## src/rtl/wdf_pkg.sv

```systemverilog
package wdf_pkg;
  localparam int FS_W   = 4;
  localparam int LIN_W  = 8;
  localparam int INTV_W = 6;
  localparam int SEL_W  = 2;
  localparam int ADDR_W = 3;
  localparam int DATA_W = 8;

  typedef enum logic [ADDR_W-1:0] {
    A_FREQ = 3'd0,
    A_LIN  = 3'd1,
    A_FB   = 3'd2,
    A_TMR  = 3'd3,
    A_CTL  = 3'd4
  } reg_addr_e;

  function automatic int max4(input int a, input int b, input int c, input int d);
    int m;
    m = a;
    if (b > m) m = b;
    if (c > m) m = c;
    if (d > m) m = d;
    return m;
  endfunction
endpackage

```

## src/rtl/wdf_regs.sv

```systemverilog
module wdf_regs
  import wdf_pkg::*;
(
  input  logic              clk,
  input  logic              rst_n,
  input  logic              wr_en,
  input  logic [ADDR_W-1:0] wr_addr,
  input  logic [DATA_W-1:0] wr_data,
  input  logic              expire,
  output logic [FS_W-1:0]   freq_q,
  output logic [LIN_W-1:0]  lin_q,
  output logic [FS_W-1:0]   fb_code_q,
  output logic [SEL_W-1:0]  unit_q,
  output logic [INTV_W-1:0] intv_q,
  output logic              en_q,
  output logic              src_q,
  output logic              cfg_write,
  output logic              fb_clear
);
  logic keep_q;

  assign cfg_write = wr_en && (wr_addr <= A_CTL);
  assign fb_clear  = wr_en && (wr_addr == A_CTL) && !wr_data[0];

  always_ff @(posedge clk) begin
    if (!rst_n) begin
      freq_q    <= '0;
      lin_q     <= '0;
      fb_code_q <= '0;
      keep_q    <= 1'b0;
      unit_q    <= '0;
      intv_q    <= '0;
      en_q      <= 1'b0;
      src_q     <= 1'b0;
    end else begin
      if (wr_en) begin
        case (wr_addr)
          A_FREQ: freq_q <= wr_data[FS_W-1:0];
          A_LIN:  lin_q  <= wr_data;
          A_FB: begin
            fb_code_q <= wr_data[FS_W-1:0];
            keep_q    <= wr_data[7];
          end
          A_TMR: begin
            unit_q <= wr_data[7:6];
            intv_q <= wr_data[INTV_W-1:0];
          end
          A_CTL: begin
            en_q  <= wr_data[0];
            src_q <= wr_data[1];
          end
          default: ;
        endcase
      end
      if (expire && !keep_q) lin_q <= '0;
    end
  end
endmodule

```

## src/rtl/wdf_timer.sv

```systemverilog
module wdf_timer
  import wdf_pkg::*;
#(
  parameter int U0 = 250,
  parameter int U1 = 500,
  parameter int U2 = 1000,
  parameter int U3 = 4000
) (
  input  logic              clk,
  input  logic              rst_n,
  input  logic              tick,
  input  logic              reload,
  input  logic              en,
  input  logic              halt,
  input  logic [SEL_W-1:0]  unit_sel,
  input  logic [INTV_W-1:0] intv,
  output logic              expire,
  output logic              wd_reset
);
  localparam int UMAX = max4(U0, U1, U2, U3);
  localparam int UW   = $clog2(UMAX + 1);
  localparam int ULEN [4] = '{U0, U1, U2, U3};

  logic [UW-1:0]     ucnt;
  logic [INTV_W-1:0] ecnt;
  logic [3:0]        last_vec;
  logic              unit_last;
  logic              run;

  for (genvar g = 0; g < 4; g++) begin : g_last
    assign last_vec[g] = (ucnt == UW'(ULEN[g] - 1));
  end

  assign unit_last = last_vec[unit_sel];
  assign run       = en && (intv != '0) && !halt && !reload;
  assign expire    = run && tick && unit_last && (ecnt == intv - 1'b1);

  always_ff @(posedge clk) begin
    if (!rst_n) begin
      ucnt     <= '0;
      ecnt     <= '0;
      wd_reset <= 1'b0;
    end else begin
      wd_reset <= expire;
      if (reload || !en) begin
        ucnt <= '0;
        ecnt <= '0;
      end else if (run && tick) begin
        if (unit_last) begin
          ucnt <= '0;
          ecnt <= ecnt + 1'b1;
        end else begin
          ucnt <= ucnt + 1'b1;
        end
      end
    end
  end
endmodule

```

## src/rtl/wdf_fsmux.sv

```systemverilog
module wdf_fsmux
  import wdf_pkg::*;
(
  input  logic            clk,
  input  logic            rst_n,
  input  logic            expire,
  input  logic            fb_clear,
  input  logic            src_prog,
  input  logic [FS_W-1:0] fb_code,
  input  logic [FS_W-1:0] jumper,
  input  logic [FS_W-1:0] freq,
  output logic            active,
  output logic [FS_W-1:0] fs_out
);
  logic [FS_W-1:0] held;

  always_ff @(posedge clk) begin
    if (!rst_n) begin
      active <= 1'b0;
      held   <= '0;
    end else if (fb_clear) begin
      active <= 1'b0;
    end else if (expire) begin
      active <= 1'b1;
      held   <= src_prog ? fb_code : jumper;
    end
  end

  assign fs_out = active ? held : freq;
endmodule

```

## src/rtl/wdog_fs_fallback.sv

```systemverilog
module wdog_fs_fallback
  import wdf_pkg::*;
#(
  parameter int U0 = 250,
  parameter int U1 = 500,
  parameter int U2 = 1000,
  parameter int U3 = 4000
) (
  input  logic        clk,
  input  logic        rst_n,
  input  logic        wr_en,
  input  logic [2:0]  wr_addr,
  input  logic [7:0]  wr_data,
  input  logic        kick,
  input  logic        tick_ms,
  input  logic [3:0]  jumper_fs,
  output logic [3:0]  fs_out,
  output logic        wd_reset,
  output logic        fallback_active,
  output logic [7:0]  lin_prog
);
  logic [FS_W-1:0]   freq_q;
  logic [FS_W-1:0]   fb_code_q;
  logic [SEL_W-1:0]  unit_q;
  logic [INTV_W-1:0] intv_q;
  logic              en_q;
  logic              src_q;
  logic              cfg_write;
  logic              fb_clear;
  logic              expire;

  wdf_regs u_regs (
    .clk       (clk),
    .rst_n     (rst_n),
    .wr_en     (wr_en),
    .wr_addr   (wr_addr),
    .wr_data   (wr_data),
    .expire    (expire),
    .freq_q    (freq_q),
    .lin_q     (lin_prog),
    .fb_code_q (fb_code_q),
    .unit_q    (unit_q),
    .intv_q    (intv_q),
    .en_q      (en_q),
    .src_q     (src_q),
    .cfg_write (cfg_write),
    .fb_clear  (fb_clear)
  );

  wdf_timer #(.U0(U0), .U1(U1), .U2(U2), .U3(U3)) u_timer (
    .clk      (clk),
    .rst_n    (rst_n),
    .tick     (tick_ms),
    .reload   (cfg_write || kick),
    .en       (en_q),
    .halt     (fallback_active),
    .unit_sel (unit_q),
    .intv     (intv_q),
    .expire   (expire),
    .wd_reset (wd_reset)
  );

  wdf_fsmux u_fsmux (
    .clk      (clk),
    .rst_n    (rst_n),
    .expire   (expire),
    .fb_clear (fb_clear),
    .src_prog (src_q),
    .fb_code  (fb_code_q),
    .jumper   (jumper_fs),
    .freq     (freq_q),
    .active   (fallback_active),
    .fs_out   (fs_out)
  );
endmodule

```

## config.mk

```make
export PLATFORM = sky130hd
export DESIGN_NAME = wdog_fs_fallback
export DESIGN_NICKNAME = d
export VERILOG_FILES = /design/src/rtl/wdf_pkg.sv /design/src/rtl/wdf_regs.sv /design/src/rtl/wdf_timer.sv /design/src/rtl/wdf_fsmux.sv /design/src/rtl/wdog_fs_fallback.sv
export SDC_FILE = /design/constraint.sdc
export NUM_CORES = 1
export LEC_CHECK = 0
export BUFFER_PORTS_ARGS = -buffer_cell sky130_fd_sc_hd__buf_2
export CORE_MARGIN = 2
export CORE_UTILIZATION = 50
export DETAILED_ROUTE_END_ITERATION = 8
export PLACE_DENSITY = 0.72
export SYNTH_ARGS = -nofsm -noshare
export SYNTH_HDL_FRONTEND = slang
export SYNTH_SLANG_ARGS = --single-unit
```

## constraint.sdc

```tcl
create_clock -name clk -period 2.3 [get_ports clk]
set_clock_uncertainty 0.1 [all_clocks]
set_input_delay 0.46 -clock clk [delete_from_list [all_inputs] [get_ports clk]]
set_output_delay 0.46 -clock clk [all_outputs]
set_load 0.03 [all_outputs]
```

After elaboration in Yosys (flattened, before gate mapping)
Cells that the tools add are included.
{"block": "word_totals", "ff_bits": 51, "input_bits": 20, "out_inout_bits": 14}
{"block": "classes", "reduce_logical": 29, "n_addsub": 3, "bitwise": 2, "n_mux": 5, "n_eq_ne": 9, "order_cmp": 2}
{"operator": "$reduce_and 2->1", "count": 7}
{"operator": "$add 12x1->12 const B", "count": 1}
{"operator": "$eq 12x10->1 const B", "count": 1}
{"operator": "$eq 12x12->1 const B", "count": 1}
{"operator": "$eq 12x8->1 const B", "count": 1}
{"operator": "$eq 12x9->1 const B", "count": 1}
{"operator": "$mux 12", "count": 1}
{"operator": "$logic_and 1x1->1", "count": 10}
{"operator": "$mux 4", "count": 2}
{"operator": "$add 6x1->6 const B", "count": 1}
{"operator": "$eq 3x2->1 const B", "count": 2}
{"operator": "$eq 6x6->1", "count": 1}
{"operator": "$reduce_bool 6->1", "count": 1}
{"operator": "$reduce_or 2->1", "count": 3}
{"operator": "$sub 6x1->6 const B", "count": 1}
{"operator": "$logic_not 1->1", "count": 5}
{"operator": "$eq 3x1->1 const B", "count": 1}
{"operator": "$eq 3x3->1 const B", "count": 1}
{"operator": "$le 3x3->1 const B", "count": 1}
{"operator": "$logic_not 3->1", "count": 1}
{"operator": "$lt 2x3->1 const B", "count": 1}
{"operator": "$bmux 1 s2", "count": 1}
{"operator": "$logic_or 1x1->1", "count": 2}
{"operator": "$not 1->1", "count": 2}
{"operator": "$mux 1", "count": 1}

Logic depth before layout (Yosys ltp)
{"block": "depth", "word_depth": 10, "mapped_depth": 10, "depth_no_buf": 8}

Cells and area by module
Synthesis repeated with hierarchy kept, for this count alone.
{"block": "unflattened", "cells_unflattened": 271, "area_unflattened_um2": 2516.2}
{"module": "wdf_timer", "n_inst": 1, "seq_area_each_um2": 380.4, "cells_each": 134, "area_each_um2": 1224.9}
{"module": "wdf_regs", "n_inst": 1, "seq_area_each_um2": 540.5, "cells_each": 110, "area_each_um2": 1018.5}
{"module": "wdf_fsmux", "n_inst": 1, "seq_area_each_um2": 100.1, "cells_each": 26, "area_each_um2": 266.5}
{"module": "wdog_fs_fallback", "n_inst": 1, "seq_area_each_um2": 0.0, "cells_each": 1, "area_each_um2": 6.3}

Worst setup path before layout
Ideal clock, no wire load.
{"block": "synth_path", "path_type": "flip-flop to flip-flop", "start": "reg u_regs.intv_q[0]", "end": "reg u_regs.lin_q[0]", "stages_incl_launch_ff": 9, "setup_ps": 128, "synth_period_minus_slack_ps": 2071, "arrival_time_ps": 1842, "path_slack_ps": 229, "t_required_ps": 2072, "cell_sequence": "dfxtp_1 > inv_1 > ha_1 > xor2_1 > o211ai_1 > nor4_1 > o21ai_1 > o31ai_4 > nor2_1"}
{"block": "synth_via", "elab_chain_len": 9, "elab_cells_between_ends": 11, "classes_between": "add/sub (1); eq/ne (1); reduce/logical (9)"}
{"element": "start, declared", "line": "wdf_regs.sv:14", "rtl": "output logic [INTV_W-1:0] intv_q,"}
{"element": "start signal, assigned", "line": "wdf_regs.sv:46", "rtl": "intv_q <= wr_data[INTV_W-1:0];"}
{"element": "branches (longest 6 deep; another with $sub 6x1->6)"}
{"element": "$logic_and 1x1->1 *", "line": "wdf_timer.sv:36", "rtl": "assign expire = run && tick && unit_last && (ecnt == intv - 1'b1);"}
{"element": "$logic_and 1x1->1 *", "line": "wdf_regs.sv:55", "rtl": "if (expire && !keep_q) lin_q <= '0;"}
{"element": "$reduce_or 2->1 (no source line) *"}
{"element": "end signal, assigned", "line": "wdf_regs.sv:39", "rtl": "A_LIN: lin_q <= wr_data;"}
{"element": "end, declared", "line": "wdf_regs.sv:11", "rtl": "output logic [LIN_W-1:0] lin_q,"}
Every way passes the cells marked *.
A chain may end at the register's enable or synchronous reset.

Final worst setup path
{"block": "layout_path", "start": "reg u_regs.intv_q[1]", "end": "reg u_regs.lin_q[1]"}
The elaborated chain is that of the path after synthesis.

==> results.md <==
- Clk slew on worst S/H paths: around 0.10 ns
- Mapped Area: about 2500 um2
- I/O pins: 34
- Max Root-Sink Buffers: 2
- Site row count: 25
- Drt pass-1 iters: 4
- Power after layout: roughly 1.7 mW
- Post-synthesis register bit count: 51
- Post-synthesis async set-or-reset flop share: 0%
- Post-synth EDFFs: 0
- Setup CP Type: flop to flop
- Top FF cell, synth: dfxtp_1
- Net count, final: 331
- Max Slew Vio Count: 0
- Critical path required time: 2.41 ns
- Crit path launch type: flop
- Place WS: -0.0265 ns
- Layout cell share with drive strength beyond 1: 22.5%
- Sequential cell area fraction in the yosys report: about two fifths
- Dpl cell area: about 2800 um2
- Mean routed wirelength per cell: between 10 and 15 um
- Total Wirelength: a little over 5000 um
- Peak supply drop: between 300 and 400 uV
- Gr ovfl total: 0
- Final Hold Fails: 0
- Gpl congestion: 0.840
- Fillers: about 440
- P_leak: around 1.1 nW
- First-pass GRT wire length: approximately 8500 um
- Clock Root Buffer: clkbuf_8
- Syn_area_per_cell: about 9.3 um2
- DRC viols: 0
- RSZ-0062 raised after global routing: no
- Yosys warning count: 0
- Hold buffer count at CTS: 0
- Pin count of the biggest net entering global routing: 27
- Syn Nets: between 200 and 300
- H-tree Lvls: 2
- Worst Tran Pin Value: 0.463 ns
- Initial Utilization: between 50% and 60%
- Gr usage total: 19.7%
- Final Instance Area: 2890 um2
- DRT antenna net count: 0
- CTS Buf Count: 5
- Initial antenna violation count: 0
- CP Capture Type: flop
- # clock sinks: slightly above 50
- Relative slew slack: 69.1%
- Register area: 1020 um2
- Power Dens Cells: roughly 570 nW/um2
- Tcrit/Tclk final: approximately 91%
- Endpoints failing setup: 0
- Final hold slack: roughly 0.30 ns
- DIE AREA: 5570 um2
- Post-Syn Instances: 268
- Worst-Skew Late Latency: between 0.3 and 0.4 ns
- HPWL Detailed: about 3800 um
- Status: finished, final reports clean
- N_diodes: 0
- WP data arrival: about 2.2 ns
- Worst setup margin: 0.198 ns
- Area of the multi-input gates: 1410 um2
- Worst-path maximum fanout: 8
- Layout area overhead: 15.9%
- Core area: about 4800 um2
- Worst hold path class: input port to flop
- Die Wd: approximately 75 um
- Max-cap violations: 0
- Die Ht: roughly 75 um
- Number of distinct library cells after synthesis: 48
- Tmin final: roughly 2.1 ns
- Port bufs: 33
- Vias in the first global route: 1800
- 1st-iter DRT viols: 102
- Total vias in the final route: ~1900
- CTS tree: done
- Via density: ~5.2
- FMAX: 476 MHz
## synthesized netlist by cell type, types with 2 or more instances
cell      number  area [um2]
dfxtp_1       51        1020
nor2_1        28         105
nand2_1       24        90.1
mux2i_1       20         200
nor2b_1       12        75.1
xnor2_1       11        96.3
nand3_1       10        50.1
xor2_1        10        87.6
a21boi_0       8        60.1
mux2_2         8        90.1
clkbuf_1       6        22.5
inv_1          6        22.5
ha_1           5        62.6
nor3_1         5        25.0
o21a_1         4        30.0
o21ai_0        4        20.0
o31a_1         4        35.0
or3_1          4        25.0
a21oi_1        3        15.0
and2_1         3        18.8
and3_1         3        18.8
buf_2          3        15.0
nand4_1        3        18.8
nor4_1         3        18.8
o21ai_1        3        15.0
buf_6          2        22.5
nand2b_1       2        12.5
nand4b_1       2        17.5
o211ai_1       2        15.0
## state kept, by name, indices dropped and copies added, names as in the netlist
name              cells
u_regs.src_q          1
u_regs.unit_q         2
u_timer.wd_reset      1
u_timer.ecnt          6
u_regs.en_q           1
u_timer.ucnt         12
u_fsmux.held          4
u_regs.keep_q         1
u_regs.intv_q         6
u_regs.freq_q         4
u_fsmux.active        1
u_regs.lin_q          8
u_regs.fb_code_q      4
## final cells by class
| type | count | share of cell area, % |
|---|---|---|
| Multi-Input combinational cell | 200 | 48.7 |
| Sequential cell | 51 | 35.3 |
| Clock buffer | 6 | 2.51 |
| Inverter | 6 | 0.779 |
| Timing Repair Buffer | 42 | 8.48 |
| Clock inverter | 2 | 1.34 |
| Tap cell | 67 | 2.90 |
## per-stage QoR
step / setup TNS, ns / util (%) / std cells
6_report: 0 / 60.8 / 374
5_1_grt: 0 / 60.8 / 374
4_1_cts: 0 / 60.5 / 374
3_5_place_dp: -0.129 / 58.0 / 365
3_3_place_gp: 0 / 58.0 / 365
2_1_floorplan: 0 / - / 268
## critical path, stage by stage, from the launching register on
cell     delay, ns
dfxtp_1       0.36
inv_1         0.08
ha_1          0.21
xnor2_1       0.14
xnor2_1       0.14
nor4_2        0.29
o21ai_2       0.18
o31ai_4       0.26
buf_4         0.19
nor2_1        0.05
## repair_timing
action / CTS / global route
endpoints found under the setup margin: 8 / 17
pin swaps: 1 / 2
endpoints found under the hold margin: 0 / 0
buffers inserted: 1 / 0
resized for setup: 0 / 4
## per-layer routing
| metal | track usage (%) | part of all wire [%] |
|---|---|---|
| met1 | 26.8 | 48 |
| met2 | 32.6 | 48 |
| met3 | 3.75 | 3.7 |
| met4 | 4.96 | 0.91 |
| met5 | 0 | 0 |
## kinds of logic after synthesis
| logic type | share of synthesized area, % |
|---|---|
| adder cells (fa/ha/maj) | 2.51 |
| flip-flops | 40.9 |
| multiplexers | 11.6 |
| AO/OA/AOI/OAI | 10.9 |
| XOR/XNOR | 7.37 |
| buffers and inverters | 3.31 |
| AND/OR/NAND/NOR | 23.3 |
## worst paths after layout
check	startpoint	endpoint	slack (ns)	cells after the start
setup reg to reg	u_regs.intv_q[1]$_SDFFE_PN0P_	u_regs.lin_q[1]$_SDFFE_PP0P_	0.20	9
hold reg to reg	u_fsmux.held[3]$_SDFFE_PN0P_	u_fsmux.held[3]$_SDFFE_PN0P_	0.37	1
setup / recovery	u_regs.intv_q[1]$_SDFFE_PN0P_	u_regs.lin_q[1]$_SDFFE_PP0P_	0.20	9
hold / removal	wr_data[5]	u_regs.lin_q[5]$_SDFFE_PP0P_	0.30	3
## layout by cell type, fill, tap and decap left out, types with 5 or more instances in the layout
cell type  Yosys  layout
mux2i_1       20      20
nor2_1        28      28
nor2b_1       12      12
inv_1          6       6
mux2_2         8       8
dfxtp_1       51      50
xor2_1        10      10
clkbuf_8       0       5
xnor2_1       11      11
nand3_1       10      10
nor3_1         5       5
ha_1           5       5
nand2_1       24      24
a21boi_0       8       8
buf_4          0       8
buf_2          3      33
## report_power, final
| group | internal [mW] | total, mW | switching, mW | leakage, nW |
|---|---|---|---|---|
| Clock | 0.329 | 0.639 | 0.310 | 0.0558 |
| Sequential | 0.892 | 0.900 | 0.00756 | 0.412 |
| Combinational | 0.0510 | 0.111 | 0.0600 | 0.597 |
| Total | 1.27 | 1.65 | 0.377 | 1.07 |
No activity file was read; power rests on OpenSTA's default activity.
